`src/rtl/mmu_ld_pkg.sv`:
```
package mmu_ld_pkg;

    typedef enum logic [2:0] {
        OP_TC      = 3'd0,
        OP_SRP     = 3'd1,
        OP_CRP     = 3'd2,
        OP_MSR_LD  = 3'd3,
        OP_MSR_ST  = 3'd4,
        OP_UNSUP   = 3'd5,
        OP_UNKNOWN = 3'd6
    } ld_op_e;

    typedef enum logic [1:0] {
        ST_OK      = 2'd0,
        ST_UNSUP   = 2'd1,
        ST_UNKNOWN = 2'd2
    } ld_stat_e;

    typedef enum logic [1:0] {
        S_IDLE   = 2'd0,
        S_READ   = 2'd1,
        S_WRITE  = 2'd2,
        S_FINISH = 2'd3
    } ld_state_e;

    localparam int HALF_W = 16;
    localparam int WORD_W = 2 * HALF_W;

    function automatic ld_stat_e stat_of(ld_op_e op);
        unique case (op)
            OP_UNSUP:   return ST_UNSUP;
            OP_UNKNOWN: return ST_UNKNOWN;
            default:    return ST_OK;
        endcase
    endfunction

endpackage

```
`src/rtl/mmu_cmd_decode.sv`:
```
module mmu_cmd_decode
    import mmu_ld_pkg::*;
(
    input  logic [15:0] cmd_word,
    output ld_op_e      op,
    output logic [2:0]  beats
);
    logic [2:0] form;
    logic [2:0] sel;
    logic       to_mem;
    logic       is_load_entry;
    logic       is_flush;
    logic       unused_low;

    assign form          = cmd_word[15:13];
    assign sel           = cmd_word[12:10];
    assign to_mem        = cmd_word[9];
    assign is_load_entry = (cmd_word & 16'hFDE0) == 16'h2000;
    assign is_flush      = (cmd_word & 16'hE200) == 16'h2000;
    assign unused_low    = ^cmd_word[4:0];

    always_comb begin
        op = OP_UNKNOWN;
        if (is_load_entry || is_flush) begin
            op = OP_UNSUP;
        end else begin
            unique case (form)
                3'd0, 3'd2: begin
                    if (to_mem) begin
                        op = OP_UNSUP;
                    end else begin
                        unique case (sel)
                            3'd0:    op = OP_TC;
                            3'd2:    op = OP_SRP;
                            3'd3:    op = OP_CRP;
                            default: op = OP_UNKNOWN;
                        endcase
                    end
                end
                3'd3:    op = to_mem ? OP_MSR_ST : OP_MSR_LD;
                default: op = OP_UNKNOWN;
            endcase
        end
    end

    always_comb begin
        unique case (op)
            OP_TC:                beats = 3'd2;
            OP_SRP, OP_CRP:       beats = 3'd4;
            OP_MSR_LD, OP_MSR_ST: beats = 3'd1;
            default:              beats = 3'd0;
        endcase
    end

endmodule

```
`src/rtl/mmu_ld_seq.sv`:
```
module mmu_ld_seq
    import mmu_ld_pkg::*;
#(
    parameter int AW = 32
) (
    input  logic          clk,
    input  logic          rst_n,
    input  logic          cmd_valid,
    input  logic [AW-1:0] cmd_addr,
    input  ld_op_e        dec_op,
    input  logic [2:0]    dec_beats,
    input  logic          mem_ready,
    output logic          cmd_ready,
    output logic          mem_valid,
    output logic          mem_we,
    output logic [AW-1:0] mem_addr,
    output logic          done,
    output logic [1:0]    cmd_status,
    output ld_op_e        cur_op,
    output logic          rd_fire,
    output logic          rd_last
);
    ld_state_e     state_q, state_d;
    ld_op_e        op_q;
    ld_stat_e      stat_q;
    logic [AW-1:0] base_q;
    logic [2:0]    idx_q;
    logic [2:0]    beats_q;
    logic          accept;
    logic          at_last;

    assign accept  = (state_q == S_IDLE) && cmd_valid;
    assign at_last = (idx_q == beats_q - 3'd1);

    always_comb begin
        state_d = state_q;
        unique case (state_q)
            S_IDLE: begin
                if (cmd_valid) begin
                    unique case (dec_op)
                        OP_TC, OP_SRP, OP_CRP, OP_MSR_LD: state_d = S_READ;
                        OP_MSR_ST:                        state_d = S_WRITE;
                        default:                          state_d = S_FINISH;
                    endcase
                end
            end
            S_READ:   if (mem_ready && at_last) state_d = S_FINISH;
            S_WRITE:  if (mem_ready) state_d = S_FINISH;
            S_FINISH: state_d = S_IDLE;
            default:  state_d = S_IDLE;
        endcase
    end

    always_ff @(posedge clk) begin
        if (!rst_n) begin
            state_q <= S_IDLE;
            op_q    <= OP_UNKNOWN;
            stat_q  <= ST_OK;
            base_q  <= '0;
            idx_q   <= '0;
            beats_q <= '0;
        end else begin
            state_q <= state_d;
            if (accept) begin
                op_q    <= dec_op;
                stat_q  <= stat_of(dec_op);
                base_q  <= cmd_addr;
                idx_q   <= '0;
                beats_q <= dec_beats;
            end else if (rd_fire) begin
                idx_q <= idx_q + 3'd1;
            end
        end
    end

    always_comb begin
        cmd_ready  = (state_q == S_IDLE);
        mem_valid  = (state_q == S_READ) || (state_q == S_WRITE);
        mem_we     = (state_q == S_WRITE);
        mem_addr   = base_q + (AW'(idx_q) << 1);
        done       = (state_q == S_FINISH);
        cmd_status = stat_q;
        cur_op     = op_q;
        rd_fire    = (state_q == S_READ) && mem_ready;
        rd_last    = rd_fire && at_last;
    end

    p_req_hold_r12: assert property (@(posedge clk) disable iff (!rst_n)
        (mem_valid && !mem_ready) |=> (mem_valid && $stable(mem_addr) && $stable(mem_we)));

    p_done_pulse_r13: assert property (@(posedge clk) disable iff (!rst_n)
        done |=> !done);

    p_idle_no_req_r13: assert property (@(posedge clk) disable iff (!rst_n)
        cmd_ready |-> !mem_valid);

    p_flag_no_access_r1: assert property (@(posedge clk) disable iff (!rst_n)
        (done && cmd_status != 2'd0) |-> $past(cmd_ready));

endmodule

```
`src/rtl/mmu_reg_bank.sv`:
```
module mmu_reg_bank
    import mmu_ld_pkg::*;
(
    input  logic              clk,
    input  logic              rst_n,
    input  ld_op_e            cur_op,
    input  logic              rd_fire,
    input  logic              rd_last,
    input  logic [HALF_W-1:0] rd_data,
    output logic [WORD_W-1:0] tc_q,
    output logic [WORD_W-1:0] srp_lim_q,
    output logic [WORD_W-1:0] srp_tab_q,
    output logic [WORD_W-1:0] crp_lim_q,
    output logic [WORD_W-1:0] crp_tab_q,
    output logic [HALF_W-1:0] msr_q,
    output logic              xen_q
);
    localparam int SH_W = 3 * HALF_W;

    logic [SH_W-1:0]     shift_q;
    logic [2*WORD_W-1:0] image;

    assign image = {shift_q, rd_data};

    always_ff @(posedge clk) begin
        if (!rst_n) begin
            shift_q   <= '0;
            tc_q      <= '0;
            srp_lim_q <= '0;
            srp_tab_q <= '0;
            crp_lim_q <= '0;
            crp_tab_q <= '0;
            msr_q     <= '0;
            xen_q     <= 1'b0;
        end else if (rd_last) begin
            shift_q <= '0;
            unique case (cur_op)
                OP_TC: begin
                    tc_q  <= image[WORD_W-1:0];
                    xen_q <= image[WORD_W-1];
                end
                OP_SRP: begin
                    srp_lim_q <= image[2*WORD_W-1:WORD_W];
                    srp_tab_q <= image[WORD_W-1:0];
                end
                OP_CRP: begin
                    crp_lim_q <= image[2*WORD_W-1:WORD_W];
                    crp_tab_q <= image[WORD_W-1:0];
                end
                OP_MSR_LD: msr_q <= rd_data;
                default: ;
            endcase
        end else if (rd_fire) begin
            shift_q <= {shift_q[SH_W-HALF_W-1:0], rd_data};
        end
    end

    p_xen_tracks_tc_r8: assert property (@(posedge clk) disable iff (!rst_n)
        xen_q == tc_q[WORD_W-1]);

    p_regs_hold_r7: assert property (@(posedge clk) disable iff (!rst_n)
        !rd_last |=> ($stable(tc_q) && $stable(srp_lim_q) && $stable(srp_tab_q)
                      && $stable(crp_lim_q) && $stable(crp_tab_q) && $stable(msr_q)));

endmodule

```
`src/rtl/mmu_ctl_loader.sv`:
```
module mmu_ctl_loader
    import mmu_ld_pkg::*;
#(
    parameter int AW = 32
) (
    input  logic          clk,
    input  logic          rst_n,
    input  logic          cmd_valid,
    input  logic [15:0]   cmd_word,
    input  logic [AW-1:0] cmd_addr,
    output logic          cmd_ready,
    output logic          mem_valid,
    output logic          mem_we,
    output logic [AW-1:0] mem_addr,
    output logic [15:0]   mem_wdata,
    input  logic          mem_ready,
    input  logic [15:0]   mem_rdata,
    output logic          done,
    output logic [1:0]    cmd_status,
    output logic [31:0]   tc_reg,
    output logic [31:0]   srp_limit,
    output logic [31:0]   srp_table,
    output logic [31:0]   crp_limit,
    output logic [31:0]   crp_table,
    output logic [15:0]   mmu_status,
    output logic          xlate_en
);
    ld_op_e     dec_op;
    logic [2:0] dec_beats;
    ld_op_e     cur_op;
    logic       rd_fire;
    logic       rd_last;

    mmu_cmd_decode u_dec (
        .cmd_word (cmd_word),
        .op       (dec_op),
        .beats    (dec_beats)
    );

    mmu_ld_seq #(.AW(AW)) u_seq (
        .clk        (clk),
        .rst_n      (rst_n),
        .cmd_valid  (cmd_valid),
        .cmd_addr   (cmd_addr),
        .dec_op     (dec_op),
        .dec_beats  (dec_beats),
        .mem_ready  (mem_ready),
        .cmd_ready  (cmd_ready),
        .mem_valid  (mem_valid),
        .mem_we     (mem_we),
        .mem_addr   (mem_addr),
        .done       (done),
        .cmd_status (cmd_status),
        .cur_op     (cur_op),
        .rd_fire    (rd_fire),
        .rd_last    (rd_last)
    );

    mmu_reg_bank u_regs (
        .clk       (clk),
        .rst_n     (rst_n),
        .cur_op    (cur_op),
        .rd_fire   (rd_fire),
        .rd_last   (rd_last),
        .rd_data   (mem_rdata),
        .tc_q      (tc_reg),
        .srp_lim_q (srp_limit),
        .srp_tab_q (srp_table),
        .crp_lim_q (crp_limit),
        .crp_tab_q (crp_table),
        .msr_q     (mmu_status),
        .xen_q     (xlate_en)
    );

    assign mem_wdata = mmu_status;

    p_store_keeps_msr_r9: assert property (@(posedge clk) disable iff (!rst_n)
        (mem_valid && mem_we) |=> $stable(mmu_status));

endmodule

```
`config.mk`:
```
export PLATFORM = sky130hd
export DESIGN_NAME = mmu_ctl_loader
export DESIGN_NICKNAME = d
export VERILOG_FILES = /design/src/rtl/mmu_ld_pkg.sv /design/src/rtl/mmu_cmd_decode.sv /design/src/rtl/mmu_ld_seq.sv /design/src/rtl/mmu_reg_bank.sv /design/src/rtl/mmu_ctl_loader.sv
export SDC_FILE = /design/constraint.sdc
export NUM_CORES = 1
export LEC_CHECK = 0
export ABC_AREA = 1
export BUFFER_PORTS_ARGS = -buffer_cell sky130_fd_sc_hd__clkbuf_2
export CAP_MARGIN = 20
export CELL_PAD_IN_SITES_DETAIL_PLACEMENT = 1
export CELL_PAD_IN_SITES_GLOBAL_PLACEMENT = 1
export CORE_MARGIN = 3
export CORE_UTILIZATION = 39
export CTS_BUF_LIST = sky130_fd_sc_hd__clkbuf_8
export CTS_CLUSTER_SIZE = 20
export DETAILED_ROUTE_END_ITERATION = 8
export HOLD_SLACK_MARGIN = 0.06
export PLACE_DENSITY_LB_ADDON = 0.1
export SLEW_MARGIN = 20
export SYNTH_ARGS = -nofsm -noshare
export SYNTH_HDL_FRONTEND = slang
export SYNTH_SLANG_ARGS = --single-unit
```
`constraint.sdc`:
```
create_clock -name clk -period 2.7 [get_ports clk]
set_clock_uncertainty 0.1 [all_clocks]
set_input_delay 0.135 -clock clk [delete_from_list [all_inputs] [get_ports clk]]
set_output_delay 0.135 -clock clk [all_outputs]
set_load 0.1 [all_outputs]
```
==> metrics.md <==
| Metric | Value |
|---|---|
| Row count | 61 |
| Worst Setup Path Type | reg -> out |
| First-pass GRT wire length | 65180 um |
| Hold Path Origin | cmd_word[11] |
| GRT overflow | 0 |
| Die X | 175.5 um |
| Max Cap Violations | 0 |
| Routed Wire Length | 41420 um |
| # IOs | 299 |
| Synth cell count leaders | nand2_1, dfxtp_1, a21oi_1 |
| CTS tree | built |
| Reg clk slew, reported paths | 0.06 ns |
| Critical path's top delay family | buffers and inverters |
| Vias in the first global route | 11820 |
| Max FO, Critical Path | 4 |
| Avg Synthesized Cell Area | 7.548 um2 |
| Yosys warns | 0 |
| Clock Latency Late Sink | 0.56 ns |
| CP Cell Sequence | ha_4, inv_2, fa_2, inv_2, nand2_2, nand2_2, nand2_4, inv_2, nand2_4, nor2_4, buf_12, xor2_4, buf_12 |
| WP data required | 2.47 ns |
| Cell Area, Synth | 0.01120 mm2 |
| Slew HR | 0.4270 |
| Startpoint Class | flop |
| Die Y-Extent | 175.5 um |
| Final Hold Vio Count | 0 |
| Final #Nets | 1874 |
| Worst R2R Start | u_seq.state_q[0] |
| Area growth syn-to-layout | 34.57% |
| Clk root buf | clkbuf_8 |
| Worst Tran Pin Value | 0.8595 ns |
| Placement Cell Area | 0.01320 mm2 |
| Status | finished, violations left |
| Routed len/inst | 18.79 um |
| 1st-pass router iterations | 5 |
| Die area | 0.03079 mm2 |
| Dpl hpwl | 26120 um |
| Antenna violations before repair | 0 |
| Most frequent cell after synthesis | nand2_1 |
| Synth Flop Type | dfxtp_1 |
| Reg2reg setup slack | 0.22 ns |
| Tmin final | 2.744 ns |
| Yosys top cell by area | dfxtp_1 |
| RSZ-0062 raised after global routing | true |
| Vias | 11670 |
| Maximum clock rate | 0.3644 GHz |
| WP buf/inv | 5 |
| Failing checks | negative setup slack |
| Clk buf depth | 3 |
| Via/cell ratio | 5.291 |
| Inst Count DP | 2052 |
| Mapped Nets | 1563 |
| Synth Instances | 1484 |
| Number of fill cells in the layout | 3505 |
| Pin count of the biggest net entering global routing | 161 |
| Peak VDD IR | 0.0004286 V |
| Setup ws final | -0.04422 ns |
| GPL Wtd Cong | 0.8914 |
| Number of DRC markers in iteration 0 | 647 |
| Post-synthesis async set-or-reset flop share | 0 |
| Synth area leaders | dfxtp_1, nand2_1, nand4_1 |
| GRT Resource Usage Total | 0.2610 |
| Post-synth EDFFs | 0 |
| Cell Count, Final, Fillers Out | 2205 |
| Initial Utilization | 0.3999 |
| FF+latch count, synth | 269 |
| Clock sinks | 269 |
| Worst path most repeated cell | inv_2 |
| Yosys cell types | 33 |
| Num CTS Buffers | 47 |
| CP startpoint | u_seq.idx_q[0] |
| Synth top area share | 0.4808 |
| Critical Path Sink Type | output pin |
| Crit path arrival time | 2.51 ns |
| Worst path max stage delay | 0.36 ns |
| Setup-failing EPs final | 3 |
| Pleak | 6.125 nW |
| Drt drc | 0 |
| Min-delay worst type | in -> reg |
| H-Tree Level Count | 2 |
| Final period utilization | 1.016 |
| Port Buffers | 293 |
| Sequential share of the synthesized area | 0.4808 |
| Detail Route Antenna Nets | 0 |
| Ant. Diodes | 0 |
| Pwr dens | 695.8 mW/mm2 |
| Design Area, Final | 0.01507 mm2 |
| Slowest-stage cell, CP | dfxtp_4 |
| Fin. max-slew vios | 0 |
| Core box area | 0.02801 mm2 |
| Share of cells above drive strength 1 | 0.2534 |
-- cells by family (layout without fill, tap and decap cells) --
kind of cell,Yosys count,in the layout,synth area share
XOR/XNOR,20,20,0.01564
AO/OA/AOI/OAI,252,252,0.1158
buffers and inverters,212,555,0.08400
AND/OR/NAND/NOR,720,720,0.2908
adder cells (fa/ha/maj),11,11,0.01296
flip-flops,269,269,0.4808
-- metrics by stage --
| stage | setup TNS (ns) | setup WS (ns) | utilization | total power [mW] | hold slack (ns) |
|---|---|---|---|---|---|
| final | -0.06748 | -0.04422 | 0.5381 | 10.49 | 0.1445 |
| after global routing | -2.027 | -0.1804 | 0.5381 | 10.96 | 0.1978 |
| after CTS | -0.1825 | -0.08251 | 0.5335 | 10.52 | 0.09626 |
| after detailed placement | 0 | 0.1020 | 0.4713 | 6.797 | 0.2460 |
| after global placement | 0 | 0.1594 | 0.4713 | 6.762 | 0.2365 |
| after floorplan | -0.3952 | -0.1727 | - | 6.114 | 0.1454 |
-- placed cells by master, fill, tap and decap left out, types with 13 or more instances in the layout --
cell type      Yosys  routed
clkbuf_8           0      59
nand3_1           25      23
o21ai_1           13      13
dfxtp_1          269     263
inv_1             74      88
nor2_1            72      63
nand2_1          422     413
dlygate4sd3_1      0      66
buf_12             0      21
o21ai_0           15      15
a21oi_1          212     212
nand4_1          172     172
clkbuf_2           0     266
buf_4             26      22
-- worst reg2reg max path: cells and delay by family, from the launching register on --
family	cells	cell delay, ns
buffers and inverters	6	1.30
flip-flops	1	0.38
adder cells (fa/ha/maj)	1	0.25
AO/OA/AOI/OAI	1	0.19
AND/OR/NAND/NOR	2	0.21
-- routing by layer --
| metal | part of all wire | track usage |
|---|---|---|
| met1 | 0.44 | 0.3407 |
| met2 | 0.47 | 0.4287 |
| met3 | 0.058 | 0.05707 |
| met4 | 0.033 | 0.09106 |
| met5 | 0 | 0 |
-- state kept, by name, summed over array words and instances (netlist names) --
name and flops:
u_regs.crp_lim_q 32, u_regs.crp_tab_q 32, u_regs.msr_q 16, u_regs.shift_q 48, u_regs.srp_lim_q 32, u_regs.srp_tab_q 32, u_regs.tc_q 31, u_regs.xen_q 1
u_seq.base_q 32, u_seq.beats_q 3, u_seq.cmd_status 2, u_seq.cur_op 3, u_seq.idx_q 3, u_seq.state_q 2
-- repair_timing --
item	CTS	global route
pin swaps	5	4
hold buffers	66	0
buffers inserted	5	2
hold endpoints to repair	122	0
endpoints found under the setup margin	26	27
gates resized for setup	48	27
-- final timing paths --
kind | cells after the start | endpoint
worst max register to register | 10 | u_seq.beats_q[1]
worst max-delay path | 13 | mem_addr[11]
worst min-delay path | 8 | u_seq.state_q[1]
worst min register to register | 2 | u_seq.cmd_status[0]
-- power by group --
| part | total [mW] | internal, mW | switching, mW |
|---|---|---|---|
| combinational | 2.54 | 0.636 | 1.90 |
| sequential | 4.37 | 4.13 | 0.237 |
| clock | 3.58 | 1.90 | 1.68 |
-- layout make-up --
type	count	area (um2)	area share
inverters	83	319.1	0.02117
flip-flops and latches	269	5398	0.3581
well taps	378	473.0	0.03138
clock buffers	57	784.5	0.05205
clock inverters	24	103.9	0.006890
repair buffers	391	2744	0.1820
multi-input cells	1003	5251	0.3484
Note: power is estimated with default switching activity, not from simulation.
